[src/rtl/gauge_rst_pkg.sv]
package gauge_rst_pkg;

    typedef enum logic [1:0] {
        SRC_NONE = 2'b00,
        SRC_CMD  = 2'b01,
        SRC_HW   = 2'b10
    } rst_src_e;

endpackage

[src/rtl/gauge_rst_cmd_seq.sv]
module gauge_rst_cmd_seq #(
    parameter int                ADDR_W    = 8,
    parameter int                DATA_W    = 8,
    parameter logic [ADDR_W-1:0] ARM_ADDR  = 8'h1E,
    parameter logic [ADDR_W-1:0] FIRE_ADDR = 8'h05
) (
    input  logic              clk,
    input  logic              rst_n,
    input  logic              wr_en,
    input  logic [ADDR_W-1:0] wr_addr,
    input  logic [DATA_W-1:0] wr_data,
    input  logic              disarm,
    output logic              cmd_hit
);

    typedef struct packed {
        logic armed;
    } seq_state_t;

    seq_state_t st_q, st_d;
    logic       data_zero;

    assign data_zero = (wr_data == '0);

    always_comb begin
        st_d    = st_q;
        cmd_hit = 1'b0;
        if (wr_en) begin
            if (wr_addr == ARM_ADDR) begin
                st_d.armed = data_zero;
            end else if (st_q.armed && wr_addr == FIRE_ADDR && data_zero) begin
                cmd_hit    = 1'b1;
                st_d.armed = 1'b0;
            end else begin
                st_d.armed = 1'b0;
            end
        end
        if (disarm) begin
            st_d.armed = 1'b0;
        end
    end

    always_ff @(posedge clk) begin
        if (!rst_n) begin
            st_q <= '0;
        end else begin
            st_q <= st_d;
        end
    end

    AST_NO_UNARMED_FIRE: assert property (@(posedge clk) disable iff (!rst_n)
        (!st_q.armed) |-> !cmd_hit);

    AST_FOREIGN_DISARMS: assert property (@(posedge clk) disable iff (!rst_n)
        (wr_en && wr_addr != ARM_ADDR) |=> !st_q.armed);

    AST_IDLE_WRITE_IGNORED: assert property (@(posedge clk) disable iff (!rst_n)
        (!wr_en && !disarm) |=> $stable(st_q.armed));

endmodule

[src/rtl/gauge_rst_hold_timer.sv]
module gauge_rst_hold_timer #(
    parameter int HOLD_SECONDS = 15
) (
    input  logic clk,
    input  logic rst_n,
    input  logic sec_tick,
    input  logic supply_ok,
    input  logic backup_gnd,
    output logic hw_hit
);

    localparam int CNT_W = $clog2(HOLD_SECONDS + 1);
    localparam logic [CNT_W-1:0] LAST_CNT = CNT_W'(HOLD_SECONDS - 1);

    typedef struct packed {
        logic [CNT_W-1:0] cnt;
        logic             done;
    } hold_state_t;

    hold_state_t st_q, st_d;
    logic        hold_cond;

    assign hold_cond = !supply_ok && backup_gnd;

    always_comb begin
        st_d   = st_q;
        hw_hit = 1'b0;
        if (!hold_cond) begin
            st_d.cnt  = '0;
            st_d.done = 1'b0;
        end else if (sec_tick && !st_q.done) begin
            if (st_q.cnt == LAST_CNT) begin
                hw_hit    = 1'b1;
                st_d.cnt  = '0;
                st_d.done = 1'b1;
            end else begin
                st_d.cnt = st_q.cnt + 1'b1;
            end
        end
    end

    always_ff @(posedge clk) begin
        if (!rst_n) begin
            st_q <= '0;
        end else begin
            st_q <= st_d;
        end
    end

    AST_CNT_BOUND: assert property (@(posedge clk) disable iff (!rst_n)
        st_q.cnt <= LAST_CNT);

    AST_DROP_RESTARTS: assert property (@(posedge clk) disable iff (!rst_n)
        (supply_ok || !backup_gnd) |=> (st_q.cnt == '0));

    AST_ONE_PER_HOLD: assert property (@(posedge clk) disable iff (!rst_n)
        (hw_hit && hold_cond) |=> (hold_cond |-> !hw_hit));

endmodule

[src/rtl/gauge_rst_seq.sv]
module gauge_rst_seq #(
    parameter int ADDR_W       = 8,
    parameter int DATA_W       = 8,
    parameter int HOLD_SECONDS = 15,
    parameter bit HW_PATH_EN   = 1'b1
) (
    input  logic              clk,
    input  logic              rst_n,
    input  logic              wr_en,
    input  logic [ADDR_W-1:0] wr_addr,
    input  logic [DATA_W-1:0] wr_data,
    input  logic              sec_tick,
    input  logic              supply_ok,
    input  logic              backup_gnd,
    output logic              reset_pulse,
    output logic [1:0]        reset_src
);

    import gauge_rst_pkg::*;

    typedef struct packed {
        logic     pulse;
        rst_src_e src;
    } out_state_t;

    out_state_t st_q, st_d;
    logic       cmd_hit;
    logic       hw_hit;

    gauge_rst_cmd_seq #(
        .ADDR_W    (ADDR_W),
        .DATA_W    (DATA_W),
        .ARM_ADDR  (ADDR_W'(8'h1E)),
        .FIRE_ADDR (ADDR_W'(8'h05))
    ) u_cmd (
        .clk     (clk),
        .rst_n   (rst_n),
        .wr_en   (wr_en),
        .wr_addr (wr_addr),
        .wr_data (wr_data),
        .disarm  (hw_hit),
        .cmd_hit (cmd_hit)
    );

    generate
        if (HW_PATH_EN) begin : g_hw
            gauge_rst_hold_timer #(
                .HOLD_SECONDS (HOLD_SECONDS)
            ) u_hold (
                .clk        (clk),
                .rst_n      (rst_n),
                .sec_tick   (sec_tick),
                .supply_ok  (supply_ok),
                .backup_gnd (backup_gnd),
                .hw_hit     (hw_hit)
            );
        end else begin : g_no_hw
            logic unused_hw;
            assign unused_hw = sec_tick ^ supply_ok ^ backup_gnd;
            assign hw_hit    = 1'b0;
        end
    endgenerate

    always_comb begin
        st_d       = st_q;
        st_d.pulse = cmd_hit || hw_hit;
        if (hw_hit) begin
            st_d.src = SRC_HW;
        end else if (cmd_hit) begin
            st_d.src = SRC_CMD;
        end
    end

    always_ff @(posedge clk) begin
        if (!rst_n) begin
            st_q <= '{pulse: 1'b0, src: SRC_NONE};
        end else begin
            st_q <= st_d;
        end
    end

    assign reset_pulse = st_q.pulse;
    assign reset_src   = st_q.src;

    AST_PULSE_HAS_SRC: assert property (@(posedge clk) disable iff (!rst_n)
        reset_pulse |-> (reset_src != SRC_NONE));

    AST_SRC_HELD: assert property (@(posedge clk) disable iff (!rst_n)
        !reset_pulse |-> $stable(reset_src));

    AST_HW_WINS: assert property (@(posedge clk) disable iff (!rst_n)
        hw_hit |=> (reset_pulse && reset_src == SRC_HW));

endmodule

[config.mk]
export PLATFORM = sky130hd
export DESIGN_NAME = gauge_rst_seq
export DESIGN_NICKNAME = d
export VERILOG_FILES = /design/src/rtl/gauge_rst_pkg.sv /design/src/rtl/gauge_rst_cmd_seq.sv /design/src/rtl/gauge_rst_hold_timer.sv /design/src/rtl/gauge_rst_seq.sv
export SDC_FILE = /design/constraint.sdc
export NUM_CORES = 1
export LEC_CHECK = 0
export ABC_AREA = 1
export BUFFER_PORTS_ARGS = -buffer_cell sky130_fd_sc_hd__buf_4
export CAP_MARGIN = 20
export CORE_AREA = 4 4 42 44
export CTS_CLUSTER_DIAMETER = 40
export CTS_CLUSTER_SIZE = 25
export DETAILED_ROUTE_END_ITERATION = 8
export DIE_AREA = 0 0 46 48
export PLACE_DENSITY = 0.64
export SYNTH_ARGS = -nofsm -noshare
export SYNTH_HDL_FRONTEND = slang
export SYNTH_SLANG_ARGS = --single-unit
[constraint.sdc]
create_clock -name clk -period 0.9 [get_ports clk]
set_input_delay 0.27 -clock clk [delete_from_list [all_inputs] [get_ports clk]]
set_output_delay 0.27 -clock clk [all_outputs]
set_load 0.02 [all_outputs]
==> results.md <==
* Status: complete, but fails checks
* Failing checks: negative setup slack
* Worst endpoint required time at 0.63 ns
* FF-to-FF Start: g_hw.u_hold.st_q[0]$_SDFFE_PN0N_
* Post-synthesis mux area share at 0
* CTS max path bufs at 2
* Root Driver: clkbuf_4
* Detailed-route via count at between 500 and 600
* #FFs+latches synth at 9
* CP bufs+invs at 1
* Antenna Nets Post-Route at 0
* Pleak at between 0.3 and 0.4 nW
* Final worst path period share at 1.089
* Starting Density at 0.3502
* Yosys warnings at 0
* Vias in the first global route at 512
* Final setup vio count at 10
* Dpl cells at around 130
* Simple-Gate Fraction of Synth Area at 0.4478
* Power density over the cells at ~1000 nW/um^2
* CTS Buf Count at 3
* Unrepaired setup endpoints after global routing: yes
* Layout cells sized above 1 at 0.4874
* Fillcell total at around 160
* Via-to-Cell Ratio at around 4.4
* Synth unique cells at 15
* Initial antenna violation count at 0
* CP Capture Point: reset_src[1]
* Syn nets at around 110
* I/O Buffers at 24
* Final net count at around 140
* DIE HEIGHT at approximately 48 um
* Post-synthesis xor/xnor area fraction at 0.01741
* CTS tree: built
* Finished Core Util at 0.5775
* Crit end category: primary output
* Delay-heaviest family, CP: flip-flops
* H-Tree Depth at 1
* Die width at around 46 um
* Type of the worst min-delay path: input port to register
* Final Hold Viols at 0
* Overall routing resource usage at 0.1133
* Critical-path cell list: buf_6
* Worst Reg2Reg Path Length in Cells at 9
* Post-Route Setup TNS at -0.4040 ns
* FF/Latch Area at between 150 and 200 sq um
* FF-to-FF End: g_hw.u_hold.st_q[4]$_SDFFE_PN0N_
* 1st-pass router iterations at 4
* Clock-pin slew on the worst setup and hold paths at roughly 0.060 ns
* Slew headroom at 0.8097
* WL final at approximately 1200 um
* First-pass GRT wire length at between 1500 and 2000 um
* Total grt overflow at 0
* Max Slew Vio Count at 0
* Die ar. at 2208 sq um
* Multi-input gate area at about 280 sq um
* Synthesized instance count at 83
* Largest family of logic cells by synthesized area: simple AND/OR/NAND/NOR gates
* Setup slack at placement at -0.1729 ns
* GPL Wtd Cong at around 0.8
* Sequential-to-total area share from yosys stat at 0.3582
* Final Skew at approximately 0.0067 ns
* DR DRC count at 0
* Post-synthesis adder-cell area fraction at 0
* Power, Total at roughly 0.00084 W
* Setup slack, reg-to-reg at -0.05 ns
* Post-synthesis compound-gate area fraction at 0.04975
* Critical Path AT at between 0.7 and 0.8 ns
* CP max-delay cell: dfxtp_2
* # Max-Cap Violations at 0
* CP peak stage delay at roughly 0.34 ns
* Antenna Cells at 0
* Crit Path Class: register to primary output
* Most common cell after layout, fill and taps aside: buf_4
* IO Pins at 25
* Initial DRC count at 1
* Clock latency on the worst-skew pair at 0.26 ns
* Crit-path max FO at 2
* Worst-margin pin slew at roughly 0.28 ns
* Crit start category: register
* Fmax at 1.020 GHz
* Tmin final at just under 1 ns
* Crit path launch: reset_src[1]$_SDFFE_PN0P_
* Clock sinks at 9
* Largest net degree at the start of global routing at 6
* # rows at 14
* Wire per inst at around 9 um
* Layout area overhead at 64.93%
* Max VDD drop at just over 0.9 mV
* Syn_area_per_cell at 6.060 sq um
* Setup WS post-layout at -0.08008 ns
* Non-filler cells, final at between 100 and 150
* Dpl hpwl at between 900 and 1000 um
* CORE AREA at 1436 sq um
* Commonest cells after routing, fill and taps aside: buf_4, nor2_1, nand2_1, inv_1, dfxtp_2
* Synthesized cell area at 503.0 sq um
* WP depth at 1
==> cells by family (layout without fill, tap and decap cells) <==
| logic type | count (synthesis) | in the layout |
|---|---|---|
| buffers and inverters | 17 | 53 |
| XOR/XNOR | 1 | 1 |
| AO/OA/AOI/OAI | 5 | 5 |
| AND/OR/NAND/NOR | 51 | 51 |
| flip-flops | 9 | 9 |
==> area by class of cell <==
cell class                      instances  area share
Sequential cell                         9      0.2262
Clock buffer                            4     0.03167
Timing Repair Buffer                   32      0.3032
Tap cell                               16     0.02413
Multi-Input combinational cell         57      0.3379
Inverter                               17     0.07692
==> worst min-delay path, stage by stage <==
cell and delay (ns):
buf_4 0.12, nand2_2 0.06, a21oi_1 0.04
==> routing by layer <==
metal	GRT usage	vias up	part of all wire
met5	0	-	0
li1	-	323	-
met2	0.2060	24	0.47
met1	0.1062	242	0.37
met4	0.06818	0	0.0067
met3	0.04511	2	0.15
==> through the flow <==
stage               hold slack (ns)  cell area [sq um]
floorplan                    0.4172              504.2
global placement             0.4397              742.0
detailed placement           0.4424              742.0
CTS                          0.2884              805.8
global route                 0.2676              829.5
finish                       0.2756              829.5
==> synth_stat cells <==
master   count  area share
dfxtp_1      9        0.36
xor2_1       1       0.017
nor3_1       2       0.020
nand3_2      1       0.020
nor2_2       2       0.025
nor2_1      21        0.16
nand2_2      3       0.037
inv_2        3       0.022
nand4_1      2       0.025
a21oi_1      4       0.040
inv_1       14        0.10
nand3_1      4       0.040
o21ai_0      1      0.0099
nand2_1     15        0.11
or2_2        1       0.012
==> where the power goes <==
group / switching [W] / total (W) / leakage (nW) / internal, W
Combinational: 0.0000522 / 0.000137 / 0.309 / 0.0000853
Clock: 0.000135 / 0.000306 / 0.0150 / 0.000170
Sequential: 0.00000134 / 0.000401 / 0.0756 / 0.000400
Total: 0.000189 / 0.000844 / 0.399 / 0.000656
==> state kept, by name (all words and copies together) (netlist names) <==
name	cells
reset_pulse	1
reset_src	2
u_cmd.st_q	1
g_hw.u_hold.st_q	5
==> worst min-delay path by stage <==
stage,slack [ns],cells past startpoint,to,startpoint
2_1_floorplan,0.42,2,reset_src[0]$_SDFFE_PP0P_,rst_n
3_3_place_gp,0.44,2,reset_src[0]$_SDFFE_PP0P_,reset_src[0]$_SDFFE_PP0P_
3_5_place_dp,0.44,2,reset_src[0]$_SDFFE_PP0P_,reset_src[0]$_SDFFE_PP0P_
4_1_cts,0.29,3,reset_src[0]$_SDFFE_PP0P_,rst_n
5_1_grt,0.27,3,reset_src[0]$_SDFFE_PP0P_,rst_n
6_report,0.28,3,reset_src[0]$_SDFFE_PP0P_,rst_n
==> what timing repair did <==
| item | CTS | global route |
|---|---|---|
| hold buffers | 0 | 0 |
| resized for setup | 13 | 4 |
| buffers inserted | 2 | 1 |
| pin swaps | 2 | 3 |
| gates cloned | 0 | 0 |
| endpoints found under the setup margin | 11 | 12 |
(Power assumes the default switching activity.)
